**config.mk**
```make
export PLATFORM = sky130hd
export DESIGN_NAME = timer16
export DESIGN_NICKNAME = d
export VERILOG_FILES = /design/src/rtl/timer16_pkg.sv /design/src/rtl/timer16_clk_src.sv /design/src/rtl/timer16_prescale.sv /design/src/rtl/timer16_core.sv /design/src/rtl/timer16.sv
export SDC_FILE = /design/constraint.sdc
export NUM_CORES = 1
export LEC_CHECK = 0
export ABC_CLOCK_PERIOD_IN_PS = 3100
export CAP_MARGIN = 20
export CORE_MARGIN = 5
export CORE_UTILIZATION = 50
export DETAILED_ROUTE_END_ITERATION = 6
export PLACE_DENSITY = 0.75
export SYNTH_ARGS = -nofsm -noshare
export SYNTH_HDL_FRONTEND = slang
export SYNTH_HIERARCHICAL = 1
export SYNTH_SLANG_ARGS = --single-unit
```
**constraint.sdc**
```tcl
create_clock -name clk -period 3.1 [get_ports clk]
set_input_delay 0.93 -clock clk [delete_from_list [all_inputs] [get_ports clk]]
set_output_delay 0.93 -clock clk [all_outputs]
set_load 0.1 [all_outputs]
```
**src/rtl/timer16_pkg.sv**
```systemverilog
package timer16_pkg;

    localparam int BYTE_W = 8;
    localparam int CNT_W  = 2 * BYTE_W;
    localparam int PS_W   = 2;
    localparam int PC_W   = (1 << PS_W) - 1;

    typedef enum logic [1:0] {
        A_CTRL = 2'd0,
        A_LOW  = 2'd1,
        A_HIGH = 2'd2,
        A_NONE = 2'd3
    } reg_addr_e;

    // Control byte, bit 6 down to bit 0
    typedef struct packed {
        logic            wide_rw;
        logic [PS_W-1:0] ps_code;
        logic            osc_en;
        logic            no_sync;
        logic            ext_src;
        logic            run;
    } ctrl_t;

    // Per-cycle command to the counter core
    typedef struct packed {
        logic wr_lo;
        logic wr_hi;
        logic rd_lo;
        logic clr;
        logic inc;
    } cnt_cmd_t;

    function automatic logic [PC_W-1:0] ps_limit(input logic [PS_W-1:0] code);
        logic [PC_W-1:0] one;
        one = 1;
        return (one << code) - one;
    endfunction

endpackage

```
**src/rtl/timer16_clk_src.sv**
```systemverilog
module timer16_clk_src
    import timer16_pkg::*;
#(
    parameter int SYNC_STAGES = 2
) (
    input  logic clk,
    input  logic rst,
    input  logic pin,
    input  logic run,
    input  logic ext_src,
    input  logic no_sync,
    output logic tick
);

    logic [SYNC_STAGES-1:0] sync_q;
    logic                   prev_s;
    logic                   prev_raw;
    logic                   sync_rise;
    logic                   raw_rise;
    logic                   ext_rise;

    generate
        if (SYNC_STAGES == 1) begin : g_one
            always_ff @(posedge clk) begin
                if (rst) sync_q <= '0;
                else     sync_q <= pin;
            end
        end else begin : g_chain
            always_ff @(posedge clk) begin
                if (rst) sync_q <= '0;
                else     sync_q <= {sync_q[SYNC_STAGES-2:0], pin};
            end
        end
    endgenerate

    always_ff @(posedge clk) begin
        if (rst) begin
            prev_s   <= 1'b0;
            prev_raw <= 1'b0;
        end else begin
            prev_s   <= sync_q[SYNC_STAGES-1];
            prev_raw <= pin;
        end
    end

    assign sync_rise = sync_q[SYNC_STAGES-1] & ~prev_s;
    assign raw_rise  = pin & ~prev_raw;
    assign ext_rise  = no_sync ? raw_rise : sync_rise;
    assign tick      = run & (ext_src ? ext_rise : 1'b1);

endmodule

```
**src/rtl/timer16_prescale.sv**
```systemverilog
module timer16_prescale
    import timer16_pkg::*;
(
    input  logic            clk,
    input  logic            rst,
    input  logic            tick,
    input  logic            clear,
    input  logic [PS_W-1:0] code,
    output logic            inc
);

    localparam logic [PC_W-1:0] ONE_PC = 1;

    logic [PC_W-1:0] pre_q;
    logic            hit;

    assign hit = (pre_q >= ps_limit(code));
    assign inc = tick & hit;

    always_ff @(posedge clk) begin
        if (rst || clear)  pre_q <= '0;
        else if (tick)     pre_q <= hit ? '0 : pre_q + ONE_PC;
    end

    // a tick below the limit advances the phase by one
    a_r4_phase_step: assert property (@(posedge clk) disable iff (rst)
        (tick && !clear && !hit) |=> (pre_q == $past(pre_q) + ONE_PC));

    // a restart request leaves the phase at zero
    a_r8_phase_restart: assert property (@(posedge clk) disable iff (rst)
        clear |=> (pre_q == '0));

endmodule

```
**src/rtl/timer16_core.sv**
```systemverilog
module timer16_core
    import timer16_pkg::*;
(
    input  logic              clk,
    input  logic              rst,
    input  cnt_cmd_t          cmd,
    input  logic              wide,
    input  logic [BYTE_W-1:0] wdata,
    output logic [CNT_W-1:0]  count,
    output logic [BYTE_W-1:0] hi_view,
    output logic              ovf
);

    localparam logic [CNT_W-1:0] ONE_CNT = 1;

    logic [BYTE_W-1:0] lo_q;
    logic [BYTE_W-1:0] hi_q;
    logic [BYTE_W-1:0] hbuf_q;

    assign count   = {hi_q, lo_q};
    assign hi_view = wide ? hbuf_q : hi_q;

    always_ff @(posedge clk) begin
        if (rst) begin
            lo_q   <= '0;
            hi_q   <= '0;
            hbuf_q <= '0;
            ovf    <= 1'b0;
        end else begin
            ovf <= 1'b0;
            if (cmd.rd_lo && wide) hbuf_q <= hi_q;
            if (cmd.wr_hi && wide) hbuf_q <= wdata;
            if (cmd.wr_lo) begin
                lo_q <= wdata;
                if (wide) hi_q <= hbuf_q;
            end else if (cmd.wr_hi && !wide) begin
                hi_q <= wdata;
            end else if (cmd.clr) begin
                {hi_q, lo_q} <= '0;
            end else if (cmd.inc) begin
                {hi_q, lo_q} <= count + ONE_CNT;
                ovf          <= &count;
            end
        end
    end

    a_r5_wrap_zero: assert property (@(posedge clk) disable iff (rst)
        ovf |-> (count == '0));

    a_r3_idle_hold: assert property (@(posedge clk) disable iff (rst)
        (!cmd.inc && !cmd.clr && !cmd.wr_lo && !cmd.wr_hi) |=> $stable(count));

    a_r11_clear_zero: assert property (@(posedge clk) disable iff (rst)
        (cmd.clr && !cmd.wr_lo && !cmd.wr_hi) |=> (count == '0));

    a_r7_stage_only: assert property (@(posedge clk) disable iff (rst)
        (cmd.wr_hi && wide && !cmd.inc && !cmd.clr) |=> $stable(count));

endmodule

```
**src/rtl/timer16.sv**
```systemverilog
module timer16
    import timer16_pkg::*;
(
    input  logic        clk,
    input  logic        rst,
    input  logic        bus_wr,
    input  logic        bus_rd,
    input  logic [1:0]  bus_addr,
    input  logic [7:0]  bus_wdata,
    output logic [7:0]  bus_rdata,
    input  logic        ext_pin,
    input  logic        evt_clear,
    output logic [15:0] count_out,
    output logic        ovf_pulse,
    output logic        osc_enable
);

    reg_addr_e         addr_e;
    ctrl_t             ctrl_q;
    cnt_cmd_t          cmd;
    logic              tick;
    logic              inc;
    logic              byte_wr;
    logic [CNT_W-1:0]  count;
    logic [BYTE_W-1:0] hi_view;

    assign addr_e  = reg_addr_e'(bus_addr);
    assign byte_wr = bus_wr && (addr_e == A_LOW || addr_e == A_HIGH);

    always_ff @(posedge clk) begin
        if (rst)                           ctrl_q <= '0;
        else if (bus_wr && addr_e == A_CTRL) ctrl_q <= ctrl_t'(bus_wdata[6:0]);
    end

    timer16_clk_src #(.SYNC_STAGES(2)) i_src (
        .clk     (clk),
        .rst     (rst),
        .pin     (ext_pin),
        .run     (ctrl_q.run),
        .ext_src (ctrl_q.ext_src),
        .no_sync (ctrl_q.no_sync),
        .tick    (tick)
    );

    timer16_prescale i_pre (
        .clk   (clk),
        .rst   (rst),
        .tick  (tick),
        .clear (byte_wr | evt_clear),
        .code  (ctrl_q.ps_code),
        .inc   (inc)
    );

    always_comb begin
        cmd.wr_lo = bus_wr && (addr_e == A_LOW);
        cmd.wr_hi = bus_wr && (addr_e == A_HIGH);
        cmd.rd_lo = bus_rd && (addr_e == A_LOW);
        cmd.clr   = evt_clear;
        cmd.inc   = inc;
    end

    timer16_core i_core (
        .clk     (clk),
        .rst     (rst),
        .cmd     (cmd),
        .wide    (ctrl_q.wide_rw),
        .wdata   (bus_wdata),
        .count   (count),
        .hi_view (hi_view),
        .ovf     (ovf_pulse)
    );

    always_comb begin
        case (addr_e)
            A_CTRL:  bus_rdata = {1'b0, ctrl_q};
            A_LOW:   bus_rdata = count[BYTE_W-1:0];
            A_HIGH:  bus_rdata = hi_view;
            default: bus_rdata = '0;
        endcase
    end

    assign count_out  = count;
    assign osc_enable = ctrl_q.osc_en;

    // with run low and no writes or clear, the count holds
    a_r3_run_gate: assert property (@(posedge clk) disable iff (rst)
        (!ctrl_q.run && !bus_wr && !evt_clear) |=> $stable(count_out));

endmodule

```
==> flow_summary.toml <==
[run_status]
outcome = "completed"

[clocking]
h-tree-depth = 2
clockBufferDepth = 2
cts_sinks = 38
insertion_delay_ns = 0.30
clk_transition_reported_paths_ns = 0.08
cts_made_buffers = 5
cts-root-buf = "clkbuf_8"
cts_hold_buf = 0
cts_tree = "built"

[logic_synthesis]
syn_area_sq_um = 2640
synth_cell_types = 64
postSynthAreaPerCell_sq_um = 7.96
synthCells = 332
synthFlopType = "dfxtp_1"
synthArstFlopShare_pct = 0
synthTopCellsByArea = "dfxtp_1, nand3_1, ha_1, a21oi_1, nor2_1"
synthesis.nets = 357
synth_top_area_share_pct = 28.8
ys.warnings.count = 6
ys_ff_latch = 38
yosysTopAreaCell = "dfxtp_1"
synth_edf_count = 0
yosysSeqAreaShare_pct = 28.8

[grt]
antenna_found_initial = 0
track_usage_pct = 26.5
grt_overflow = 0
grt_pass1_vias = 2857
grt_max_degree = 17
grt_pass1_wl_mm = 13.7

[drt]
top_layer_used = "met4"
wl_met3_um = 659
firstDrtPassIters = 5
drc = 0
routed_wl_mm = 8.43
avgViaCountPerCell = 6.37
wl_per_cell_um = 18.1
detail-route-antenna-nets = 0
vias = 2969
drtIter0Drc = 275
met2_length_mm = 3.93
met1Wirelength_mm = 3.59

[die]
io_pins = 42
fp.coreArea_sq_um = 5110
row_count = 26
start_util_pct = 51.7
die_area_sq_um = 6840
die_h_um = 82.7
die_w_um = 82.7

[sta]
timing.slew.headroom_pct = 56.6
finalMaxSlewViolations = 0
timing.hold.ws_ns = 0.465
hold_viol = 0
min_period_over_period_pct = 97.6
tns_ns = 0
skew_ns = 0.00731
post-route-min-period_ns = 3.03
rsz0062_at_grt = "no"
finalSetupViolCount = 0
max_clock_freq_ghz = 0.330
worst-slew-pin-transition_ns = 0.649

[hold_path]
hold_path_class = "reg2reg"

[cells_and_area]
diodes = 0
mostFrequentLayoutCell = "buf_4"
area_delta_synth_final_pct = 32.9
fin_nets = 421
final_cell_mix = "buf_4, dfxtp_1, nand2_1, nand3_1, a21oi_1"
final_layout_size_suffix_gt1_share_pct = 29.0

[place]
place_hpwl_mm = 6.23
io_buffers = 41
gp_congestion = 0.956

[setup_path]
cp.arrival_ns = 2.10
critPathKind = "in2out"
required_ns = 2.17
path_max_fanout = 9
critical_path.endpoint_type = "output pin"
setup.worst_path.start_class = "primary input"

[power]
powerDensity_nw_per_um2 = 321
vdd_drop_max_uv = 238
leakage_nw = 1.29
power_mw = 1.13

[job]
max_cap_violations = 0
routing by layer:
| metal | global-route usage (%) | vias up |
|---|---|---|
| met2 | 42.8 | 149 |
| li1 | - | 1398 |
| met3 | 5.53 | 29 |
| met1 | 33.3 | 1393 |
| met4 | 12.7 | 0 |
| met5 | 0 | - |
synthesized netlist by cell type (all sizes together), types with 2 or more instances:
cell type,number
nor3b,2
o21ai,9
a31oi,2
and2,6
a211oi,5
a21o,3
o21a,2
nor2b,11
or2,3
inv,7
dfxtp,38
nor2,28
a221oi,3
nand2,27
nor3,11
a222oi,9
nor4b,2
clkbuf,13
a21bo,7
nor4,11
nand3,23
a311oi,8
o211ai,2
mux2,5
or3,2
nand2b,4
or4,4
o31ai,2
nor4bb,2
ha,9
or4b,2
a21oi,23
and3b,2
buf,15
o32ai,2
a2111oi,2
nand4,4
o2111ai,3
nand3b,5
path summary, 6_finish.rpt:
| kind | startpoint | to | slack [ns] | depth (start not counted) |
|---|---|---|---|---|
| worst min register to register | i_src/sync_q[1] | i_src/prev_s | 0.46 | 1 |
| worst max register to register | ctrl_q[5] | i_core/hi_q[1] | 0.51 | 10 |
| worst max-delay path | bus_addr[1] | bus_rdata[3] | 0.07 | 7 |
| worst min-delay path | i_src/sync_q[1] | i_src/prev_s | 0.46 | 1 |
cell families (layout without fill, tap and decap cells):
| logic type | count (synthesis) | after routing | synth area share, % |
|---|---|---|---|
| adders and majority gates | 9 | 9 | 4.26 |
| and+or+nand+nor | 152 | 152 | 31.7 |
| muxes | 5 | 5 | 2.13 |
| buffers and inverters | 35 | 99 | 6.73 |
| DFF | 38 | 38 | 28.8 |
| AOI/OAI and AO/OA | 93 | 93 | 26.4 |
flip-flops by register name, indices dropped and copies added (netlist names):
register and cells:
i_core/lo_q 8, i_core/ovf 1, i_core/hi_q 8, ctrl_q 6
i_pre/pre_q 3, i_src/prev_s 1, osc_enable 1, i_src/sync_q 2
i_core/hbuf_q 8
per-stage QoR:
step | std cells | util [%] | instance area, sq um | worst slack [ns]
final | 466 | 68.7 | 3510 | 0.0733
after global routing | 466 | 68.7 | 3510 | 0.00968
after CTS | 466 | 68.8 | 3510 | 0.0117
after detailed placement | 456 | 66.0 | 3370 | -0.439
after global placement | 456 | 66.0 | 3370 | -0.368
after floorplan | 332 | - | 2680 | -0.111
where the power goes:
part           switching (mW)  leakage [nW]  internal, mW
logic                   0.167         0.943         0.108
clock network           0.179        0.0373         0.154
registers              0.0185         0.308         0.500
total                   0.364          1.29         0.762
timing repair:
action / in CTS / in global routing
buffers inserted: 3 / 0
gates resized for setup: 16 / 6
pin swaps: 5 / 4
setup endpoints to repair: 8 / 5
cell type report:
| cell class | count | area (sq um) |
|---|---|---|
| timing repair buffer | 85 | 769 |
| tap | 70 | 87.6 |
| fill | 423 | 1600 |
| sequential | 38 | 762 |
| multi-input combinational | 259 | 1780 |
| clock buffer | 6 | 72.6 |
| inverter | 7 | 31.3 |
| clock inverter | 1 | 7.51 |
worst max-delay path, stage by stage:
cell	delay, ns
buf_2	0.12
buf_4	0.14
ha_4	0.18
a222oi_1	0.33
buf_4	0.19
nor2_4	0.03
buf_12	0.16
Power figures use the tool's default switching activity.
